## config.mk

```make
export PLATFORM = sky130hd
export DESIGN_NAME = aem_monitor
export DESIGN_NICKNAME = d
export VERILOG_FILES = /design/src/rtl/aem_pkg.sv /design/src/rtl/aem_decode.sv /design/src/rtl/aem_line_table.sv /design/src/rtl/aem_phase_ctrl.sv /design/src/rtl/aem_monitor.sv
export SDC_FILE = /design/constraint.sdc
export NUM_CORES = 1
export LEC_CHECK = 0
export ABC_AREA = 1
export BUFFER_PORTS_ARGS = -buffer_cell sky130_fd_sc_hd__buf_2
export CORE_ASPECT_RATIO = 1.5
export CORE_MARGIN = 2
export CORE_UTILIZATION = 30
export CTS_CLUSTER_SIZE = 16
export DETAILED_ROUTE_END_ITERATION = 8
export HOLD_SLACK_MARGIN = 0.03
export PLACE_DENSITY_LB_ADDON = 0.3
export SYNTH_ARGS = -nofsm -noshare
export SYNTH_HDL_FRONTEND = slang
export SYNTH_SLANG_ARGS = --single-unit
```

## constraint.sdc

```tcl
create_clock -name clk -period 4.3 [get_ports clk]
set_clock_uncertainty 0.15 [all_clocks]
set_input_delay 0.43 -clock clk [delete_from_list [all_inputs] [get_ports clk]]
set_output_delay 0.43 -clock clk [all_outputs]
set_load 0.05 [all_outputs]
```

## src/rtl/aem_pkg.sv

```systemverilog
package aem_pkg;

  typedef enum logic [1:0] {
    PH_IDLE  = 2'd0,
    PH_SETUP = 2'd1,
    PH_MANIF = 2'd2
  } phase_t;

  typedef enum logic [2:0] {
    K_LLOAD = 3'd0,
    K_LPREF = 3'd1,
    K_QUERY = 3'd2,
    K_LOAD  = 3'd3,
    K_STORE = 3'd4
  } kind_t;

  typedef enum logic [2:0] {
    CA_NONE  = 3'd0,
    CA_LATE  = 3'd1,
    CA_OVF   = 3'd2,
    CA_QLATE = 3'd3,
    CA_STRAY = 3'd4
  } cause_t;

endpackage

```

## src/rtl/aem_decode.sv

```systemverilog
module aem_decode
  import aem_pkg::*;
(
  input  logic [2:0] kind,
  output logic       is_part,
  output logic       is_query,
  output logic       is_store
);
  // Only the three classes the phase logic acts on are produced;
  // ordinary loads and reserved codes fall through as no-ops.
  always_comb begin
    is_part  = 1'b0;
    is_query = 1'b0;
    is_store = 1'b0;
    case (kind)
      K_LLOAD, K_LPREF: is_part  = 1'b1;
      K_QUERY:          is_query = 1'b1;
      K_STORE:          is_store = 1'b1;
      default: ;
    endcase
  end
endmodule

```

## src/rtl/aem_line_table.sv

```systemverilog
module aem_line_table #(
  parameter int NLINES = 8,
  parameter int TAGW   = 26
) (
  input  logic            clk,
  input  logic            rst,
  input  logic            clr,
  input  logic            ins,
  input  logic [TAGW-1:0] tag,
  output logic            hit,
  output logic            full
);
  localparam int CW = $clog2(NLINES + 1);
  localparam int IW = $clog2(NLINES);

  logic [TAGW-1:0]   tags [NLINES];
  logic [NLINES-1:0] vld;
  logic [NLINES-1:0] hv;
  logic [CW-1:0]     cnt;

  // One comparator per entry.
  for (genvar i = 0; i < NLINES; i++) begin : g_cmp
    assign hv[i] = vld[i] && (tags[i] == tag);
  end

  assign hit  = |hv;
  assign full = (cnt == CW'(NLINES));

  // Entries fill in order, so the count doubles as the write pointer.
  always_ff @(posedge clk) begin
    if (rst || clr) begin
      vld <= '0;
      cnt <= '0;
    end else if (ins && !full) begin
      vld[cnt[IW-1:0]] <= 1'b1;
      cnt <= cnt + 1'b1;
    end
  end

  // Tag storage: no reset, written like a small memory.
  always_ff @(posedge clk) begin
    if (ins && !full) tags[cnt[IW-1:0]] <= tag;
  end

  // a line never sits in two entries
  a_r3_single_match: assert property (@(posedge clk) disable iff (rst)
    $onehot0(hv));

  // the fill count never passes the capacity
  a_r4_count_bound: assert property (@(posedge clk) disable iff (rst)
    cnt <= CW'(NLINES));

  // the number of valid entries follows the fill count
  a_r3_count_match: assert property (@(posedge clk) disable iff (rst)
    $countones(vld) == int'(cnt));
endmodule

```

## src/rtl/aem_phase_ctrl.sv

```systemverilog
module aem_phase_ctrl
  import aem_pkg::*;
(
  input  logic       clk,
  input  logic       rst,
  input  logic       acc,
  input  logic       start,
  input  logic       is_part,
  input  logic       is_query,
  input  logic       is_store,
  input  logic       lock,
  input  logic       hit,
  input  logic       full,
  output phase_t     phase_q,
  output logic       fault_q,
  output cause_t     cause_q,
  output logic       done_q,
  output logic       tbl_clr,
  output logic       tbl_ins
);
  phase_t nph;
  cause_t nca;
  logic   nfl, ndn;

  always_comb begin
    nph     = phase_q;
    nca     = cause_q;
    nfl     = 1'b0;
    ndn     = 1'b0;
    tbl_clr = 1'b0;
    tbl_ins = 1'b0;
    if (acc) begin
      if (start) begin
        nph     = PH_SETUP;
        nca     = CA_NONE;
        tbl_clr = 1'b1;
      end else begin
        case (phase_q)
          PH_SETUP: begin
            if (is_part) begin
              if (!hit) begin
                if (full) begin
                  nph = PH_IDLE; nfl = 1'b1; nca = CA_OVF; tbl_clr = 1'b1;
                end else begin
                  tbl_ins = 1'b1;
                end
              end
            end else if (is_query) begin
              nph = PH_MANIF;
            end else if (is_store) begin
              if (lock) begin
                if (hit) begin
                  nph = PH_IDLE; ndn = 1'b1; tbl_clr = 1'b1;
                end else begin
                  nph = PH_IDLE; nfl = 1'b1; nca = CA_STRAY; tbl_clr = 1'b1;
                end
              end else if (hit) begin
                nph = PH_MANIF;
              end
            end
          end
          PH_MANIF: begin
            if (is_part) begin
              nph = PH_IDLE; nfl = 1'b1; nca = CA_LATE; tbl_clr = 1'b1;
            end else if (is_query) begin
              nph = PH_IDLE; nfl = 1'b1; nca = CA_QLATE; tbl_clr = 1'b1;
            end else if (is_store && lock) begin
              if (hit) begin
                nph = PH_IDLE; ndn = 1'b1; tbl_clr = 1'b1;
              end else begin
                nph = PH_IDLE; nfl = 1'b1; nca = CA_STRAY; tbl_clr = 1'b1;
              end
            end
          end
          default: ;
        endcase
      end
    end
  end

  always_ff @(posedge clk) begin
    if (rst) begin
      phase_q <= PH_IDLE;
      cause_q <= CA_NONE;
      fault_q <= 1'b0;
      done_q  <= 1'b0;
    end else begin
      phase_q <= nph;
      cause_q <= nca;
      fault_q <= nfl;
      done_q  <= ndn;
    end
  end

  // a participating reference during manifestation faults with cause 1
  a_r7_late_part: assert property (@(posedge clk) disable iff (rst)
    (acc && !start && phase_q == PH_MANIF && is_part)
      |=> (fault_q && cause_q == CA_LATE));

  // a query during manifestation faults with cause 3
  a_r9_late_query: assert property (@(posedge clk) disable iff (rst)
    (acc && !start && phase_q == PH_MANIF && is_query)
      |=> (fault_q && cause_q == CA_QLATE));

  // records seen while idle change nothing
  a_r2_idle_quiet: assert property (@(posedge clk) disable iff (rst)
    (acc && !start && phase_q == PH_IDLE)
      |=> (phase_q == PH_IDLE && !fault_q && !done_q));

  // fault and completion never coincide
  a_r12_exclusive: assert property (@(posedge clk) disable iff (rst)
    !(fault_q && done_q));

  // both pulses leave the monitor idle
  a_r10_pulse_idle: assert property (@(posedge clk) disable iff (rst)
    (done_q || fault_q) |-> phase_q == PH_IDLE);

  // the cause holds while no record is accepted
  a_r12_cause_hold: assert property (@(posedge clk) disable iff (rst)
    !acc |=> $stable(cause_q));

  // a start record always lands in setup with a clean cause
  a_r1_start_setup: assert property (@(posedge clk) disable iff (rst)
    (acc && start) |=> (phase_q == PH_SETUP && cause_q == CA_NONE));
endmodule

```

## src/rtl/aem_monitor.sv

```systemverilog
module aem_monitor
  import aem_pkg::*;
#(
  parameter int AW         = 32,
  parameter int NLINES     = 8,
  parameter int LINE_BYTES = 64
) (
  input  logic          clk,
  input  logic          rst,
  input  logic          in_valid,
  output logic          in_ready,
  input  logic          in_start,
  input  logic [2:0]    in_kind,
  input  logic          in_lock,
  input  logic [AW-1:0] in_addr,
  output logic [1:0]    phase_o,
  output logic          fault_o,
  output logic [2:0]    cause_o,
  output logic          done_o
);
  localparam int OFFW = $clog2(LINE_BYTES);
  localparam int TAGW = AW - OFFW;

  logic            rdy_q;
  logic            acc;
  logic            is_part, is_query, is_store;
  logic            hit, full, tbl_clr, tbl_ins;
  logic [TAGW-1:0] tag;
  phase_t          ph;
  cause_t          ca;

  always_ff @(posedge clk) begin
    if (rst) rdy_q <= 1'b0;
    else     rdy_q <= 1'b1;
  end

  assign in_ready = rdy_q;
  assign acc      = in_valid && rdy_q;
  assign tag      = in_addr[AW-1:OFFW];

  aem_decode u_dec (
    .kind     (in_kind),
    .is_part  (is_part),
    .is_query (is_query),
    .is_store (is_store)
  );

  aem_line_table #(.NLINES(NLINES), .TAGW(TAGW)) u_tbl (
    .clk  (clk),
    .rst  (rst),
    .clr  (tbl_clr),
    .ins  (tbl_ins),
    .tag  (tag),
    .hit  (hit),
    .full (full)
  );

  aem_phase_ctrl u_ctl (
    .clk      (clk),
    .rst      (rst),
    .acc      (acc),
    .start    (in_start),
    .is_part  (is_part),
    .is_query (is_query),
    .is_store (is_store),
    .lock     (in_lock),
    .hit      (hit),
    .full     (full),
    .phase_q  (ph),
    .fault_q  (fault_o),
    .cause_q  (ca),
    .done_q   (done_o),
    .tbl_clr  (tbl_clr),
    .tbl_ins  (tbl_ins)
  );

  assign phase_o = ph;
  assign cause_o = ca;

  // a completion is preceded by an accepted locked store
  a_r10_done_cause: assert property (@(posedge clk) disable iff (rst)
    $rose(done_o) |-> $past(acc && in_kind == 3'd4 && in_lock));
endmodule

```

## Word level (Yosys, flattened, before mapping)

Memory sizes are Yosys's and may differ from the RTL's.
Index checks and enable logic that the tools add are counted.

| operators by class | value |
|---|---|
| multipliers | 0 |
| add/subtract/negate cells | 1 |
| shift-type cells | 0 |
| mux-type cells | 68 |
| bitwise logic cells | 2 |
| reductions and logical operators | 21 |
| equality and inequality tests | 22 |
| order comparisons | 2 |
| div/mod/pow operators | 0 |

Operators with widths:

| operator | count |
|---|---|
| 26-bit equality test | 8 |
| 1-bit two-way mux | 40 |
| 3-bit two-way mux | 11 |
| 2-bit two-way mux | 11 |
| 4-bit != test (second input constant) | 4 |
| 1-bit logical AND | 12 |
| 5-bit by 4-bit != test with 1-bit output (second input constant) | 2 |
| 8-bit bitwise OR | 1 |
| 8-bit AND reduction | 1 |
| 8-bit OR reduction | 1 |
| 7-bit AND reduction | 1 |
| 6-bit by 5-bit != test with 1-bit output (second input constant) | 1 |
| 1-bit one-hot mux with 2 select lines | 3 |
| 3-bit one-hot mux with 2 select lines | 1 |
| 4-bit by 1-bit adder with 4-bit output (second input constant) | 1 |
| 4-bit equality test (second input constant) | 1 |
| 3-bit by 4-bit less-than comparator with 1-bit output (second input constant) | 1 |
| 4-bit by 3-bit != test with 1-bit output (second input constant) | 1 |
| 2-bit one-hot mux with 2 select lines | 1 |
| 1-bit demux with 3-bit select | 1 |
| 3-bit by 1-bit equality test with 1-bit output (second input constant) | 1 |
| 3-bit by 2-bit equality test with 1-bit output (second input constant) | 1 |
| 3-bit equality test (second input constant) | 1 |
| 3-bit by 1-bit >= comparator with 1-bit output (second input constant) | 1 |
| 9 further kinds | 9 |

| storage, ports and cells | value |
|---|---|
| memory bits (read-only) | 0 |
| memories | 1 |
| latch bits | 0 |
| bits in registers | 20 |
| memory bits (writable) | 208 |

Memories:

| memory | depth | width | rd ports | clocked after Yosys merged registers in | write ports | line | RTL |
|---|---|---|---|---|---|---|---|
| u_tbl.tags | 8 | 26 | 8 | 0 | 1 | aem_line_table.sv:16 | `logic [TAGW-1:0] tags [NLINES];` |

## Logic depth before layout (Yosys ltp)

| logic depth | value |
|---|---|
| depth in word-level cells | 11 |
| mapped depth | 20 |
| mapped depth without buffers | 18 |

## Hierarchy

A second synthesis with hierarchy kept.

| unflattened totals | value |
|---|---|
| cell total of the unflattened synthesis | 1150 |
| area, all modules | 10963.0 µm² |

By module, submodules not included:

| module | area each (µm²) | cells each | times used | sequential area each (µm²) |
|---|---|---|---|---|
| aem_line_table | 10291.1 | 1036 | 1 | 6486.2 |
| aem_phase_ctrl | 614.3 | 103 | 1 | 140.1 |
| aem_monitor | 31.3 | 4 | 1 | 20.0 |
| aem_decode | 26.3 | 7 | 1 | 0.0 |

## Worst setup path before layout

No wires, ideal clock.

| timing | value |
|---|---|
| path type | reg2reg |
| from | register u_ctl.phase_q[0] |
| to | memory u_tbl.tags[1][0] (enable) |
| setup slack | 0.884 ns |
| setup time | 0.409 ns |
| cell stages (with the launch flop) | 10 |
| data arrival time | 2.858 ns |
| buffers on the path | 0 |
| data required time | 3.741 ns |
| cells stage by stage | dfxtp_1 -> ha_1 -> inv_1 -> nor2_1 -> inv_1 -> nor4_1 -> inv_1 -> nor2_8 -> nand2_4 -> nor2_1 |

| on the way | value |
|---|---|
| word-level cells in the longest chain between the ends | 7 |

RTL lines:

| element | line | RTL |
|---|---|---|
| start: declaration | aem_phase_ctrl.sv:14 | `output phase_t phase_q,` |
| start signal: assignment | aem_phase_ctrl.sv:88 | `phase_q <= nph;` |
| 2-bit by 1-bit equality test with 1-bit output | aem_phase_ctrl.sv:38 | `case (phase_q)` |
| 1-bit two-way mux | aem_phase_ctrl.sv:38 |  |
| 1-bit two-way mux | aem_phase_ctrl.sv:33 | `if (start) begin` |
| 1-bit two-way mux | aem_phase_ctrl.sv:32 | `if (acc) begin` |
| 1-bit logical AND | aem_line_table.sv:42 | `if (ins && !full) tags[cnt[IW-1:0]] <= tag;` |
| 1-bit two-way mux | aem_line_table.sv:42 |  |
| 1-bit two-way mux (not written as such) | aem_line_table.sv:42 |  |
| end: declaration | aem_line_table.sv:16 |  |

No other way between the ends.

## Worst setup path in the final report

| timing | value |
|---|---|
| from | input port in_addr[10] |
| to | memory u_tbl.tags[3][16] (enable) |

| on the way | value |
|---|---|
| word-level cells in the longest chain between the ends | 11 |
| elaborated cells on any way between the ends | 25 |
| those cells by class | eq/ne: 8; mux: 7; reduce/logical: 10 |

RTL lines:

| element | line | RTL |
|---|---|---|
| start: declaration | aem_monitor.sv:15 | `input logic [AW-1:0] in_addr,` |
| 26-bit equality test | aem_line_table.sv:23 | `assign hv[i] = vld[i] && (tags[i] == tag);` |
| 1-bit logical AND | aem_line_table.sv:23 |  |
| 8-bit OR reduction * | aem_line_table.sv:26 | `assign hit = \|hv;` |
| 1-bit two-way mux * | aem_phase_ctrl.sv:41 | `if (!hit) begin` |
| 1-bit two-way mux * | aem_phase_ctrl.sv:40 | `if (is_part) begin` |
| 1-bit two-way mux * | aem_phase_ctrl.sv:38 |  |
| 1-bit two-way mux * | aem_phase_ctrl.sv:33 |  |
| 1-bit two-way mux * | aem_phase_ctrl.sv:32 |  |
| 1-bit logical AND * | aem_line_table.sv:42 |  |
| 1-bit two-way mux * | aem_line_table.sv:42 |  |
| 1-bit two-way mux (not written as such) * | aem_line_table.sv:42 |  |

Every way passes the cells marked *; elsewhere a longest branch is shown, timed or not.

==> flow_summary.ini <==
[run_status]
outcome = completed

[sta]
max_freq_ghz = 0.330
finalSetupTns_ns = 0
period_needed_ns = 3.03
worst_pin_slew_ns = 0.789
slew_headroom = 0.474
rsz0062_at_grt = no
setup_viol = 0
setup_slack_ns = 1.27
finalHoldViolCount = 0
drv_slew = 0
finalCritPeriodShare = 0.704

[place]
dp_hpwl_mm = 28.9
place_congestion = 0.933
port_buffers = 41
pre_cts_slack_ns = 0.842

[drt]
routed_wl_mm = 41.4
drc = 0
viasPerCell = 4.77
wl_per_cell_um = 19.5
drt_iter0_drc = 661
via_count = 10100
drt_pass1_iterations = 5
antenna_left = 0

[worst_setup_path]
critPathMaxFanout = 26
slowest_stage = dlygate4sd3_1
startpoint_type = input pin
regToRegStartpoint = u_tbl.tags[0][11]$_DFFE_PP_
path_common_cell = nand2_1
critPathKind = in -> reg
crit_path_start = in_addr[10]
cp.required_ns = 4.35
crit_buf_inv = 4
r2r_slack_ns = 1.57
max_stage_delay_ns = 0.52
cp_top_family = simple AND/OR/NAND/NOR gates
cp.arrival_ns = 3.08
crit_chain = dlygate4sd3_1, buf_2, inv_1, nand2_1, nand2_1, nand2_1, nor2_1, nand2_1, nor2_1, nand2_1, nand2_1, nor2_4, nand2_4, nor2_8, nand2_4, nor2_2, buf_4
end_kind = register

[synthesis]
synth_ff_type = edfxtp_1
yosysUniqueCellTypes = 42
synth_area_per_cell_um2 = 8.41
yosysWarningCount = 0
syn_inst = 1487
synth_area_leader_cell = edfxtp_1
synth-seq-cells = 228
synth_area_leaders = edfxtp_1 (50%), nand2_1 (14%), inv_1 (6.5%)
synth_top_area_frac = 0.499
syn_nets = 1531
async_flop_share = 0
seq_area_frac_synth = 0.531
syn_area_um2 = 12500
synth_edf_count = 208
synth.most_common_cell = nand2_1
yosys-top-cells-count = nand2_1 (476), inv_1 (217), edfxtp_1 (208), nor2_1 (197), nand4_1 (62)

[cts]
clkTransAtPathRegs_ns = 0.06
post_cts_buffers = 0
cts_buffer_depth = 3
cts_tree = done
htreeDepth = 1
clock-sinks = 228
ctsRootBufferMaster = clkbuf_16
clock_latency_ns = 0.54
cts_made_buffers = 24

[final_layout]
final_nets = 1591
syn2layout_area_growth_pct = 13.5
fillerInstances = 4256
diodes = 0
layout-drive-gt1-share = 0.0946
utilization = 0.345

[global_route]
grt_pass1_vias = 10200
grt_pass1_wl_mm = 61.0
grt_max_degree = 27
antenna_found_initial = 0
grt.total_usage = 0.193
overflow = 0

[floorplanning]
die_h_um = 254
die_area_um2 = 43400
die_w_um = 171
initial_utilization = 0.304
num_rows = 91
num_io_pins = 48
core_area_um2 = 41100

[hold_path]
hp-start = in_lock
hold_path_class = in -> reg

[job]
cap_violations = 0

[power]
design_power_total_w = 0.00497
p_leak_nw = 5.89
p_per_area_nw_per_um2 = 350
ir_drop_mv = 0.200
[cell usage in the layout, fill, tap and decap left out, drive strengths merged, types with 6 or more instances in the layout]
cell type / count
inv: 234
o2111ai: 6
nand4: 62
nand3: 27
o21ai: 53
nand2: 485
a21oi: 24
nor3b: 7
or2: 12
clkbuf: 33
xnor2: 56
nor3: 14
buf: 62
dfxtp: 20
xor2: 14
o22ai: 13
edfxtp: 208
nor2: 200
[where the power goes]
group | internal, W | switching [W]
sequential | 0.00242 | 0.00000363
clock | 0.00120 | 0.000913
combinational | 0.000111 | 0.000325
[kinds of logic after synthesis]
logic type / share of synthesized area
buffers and inverters: 0.0873
adders and majority gates: 0.00400
xor gates and xnor gates: 0.0490
and+or+nand+nor: 0.279
DFF: 0.531
AOI/OAI and AO/OA: 0.0497
[sequential cells by signal, summed over array words and instances (netlist names)]
signal / count
u_tbl.cnt: 4
u_ctl.done_q: 1
u_tbl.vld: 8
u_ctl.cause_q: 3
u_tbl.tags: 208
u_ctl.fault_q: 1
in_ready: 1
u_ctl.phase_q: 2
[worst paths after layout]
check                                        to  cells past startpoint
setup / recovery    u_tbl.tags[3][16]$_DFFE_PP_                     17
hold / removal          u_ctl.done_q$_SDFF_PP0_                      3
setup reg to reg    u_tbl.tags[3][16]$_DFFE_PP_                     16
hold reg to reg   u_ctl.cause_q[2]$_SDFFE_PP0P_                      4
[per-layer routing]
metal / wire length (um) / track usage
met4: 3390 / 0.142
met1: 15200 / 0.205
met2: 20700 / 0.351
met3: 1980 / 0.0204
met5: 0 / 0
[repair_timing]
| item | 4_1_cts | 5_1_grt |
|---|---|---|
| hold buffers | 3 | 0 |
| endpoints found under the hold margin | 4 | 0 |
| gates resized for setup | 0 | 0 |
| setup endpoints to repair | 0 | 0 |
[through the flow]
stage          cell area, um2  hold slack [ns]  instances
2_1_floorplan           12500            0.344       1487
3_3_place_gp            13400            0.356       2076
3_5_place_dp            13400            0.359       2076
4_1_cts                 14200           0.0573       2123
5_1_grt                 14200            0.134       2123
6_report                14200           0.0913       2123
[layout make-up]
class / instances / area [um2] / share of cell area
repair buffers: 65 / 405 / 0.0286
clock buffers: 33 / 656 / 0.0462
flip-flops and latches: 228 / 6650 / 0.468
clock inverters: 11 / 129 / 0.00908
multi-input cells: 997 / 4790 / 0.337
inverters: 231 / 872 / 0.0614
well taps: 558 / 698 / 0.0492
[tightest hold or removal path: cells and delay by family]
family | cells | cell delay, ns
AND/OR/NAND/NOR | 1 | 0.11
buffers and inverters | 1 | 0.12
AO/OA/AOI/OAI | 1 | 0.07
(Power assumes the default switching activity.)
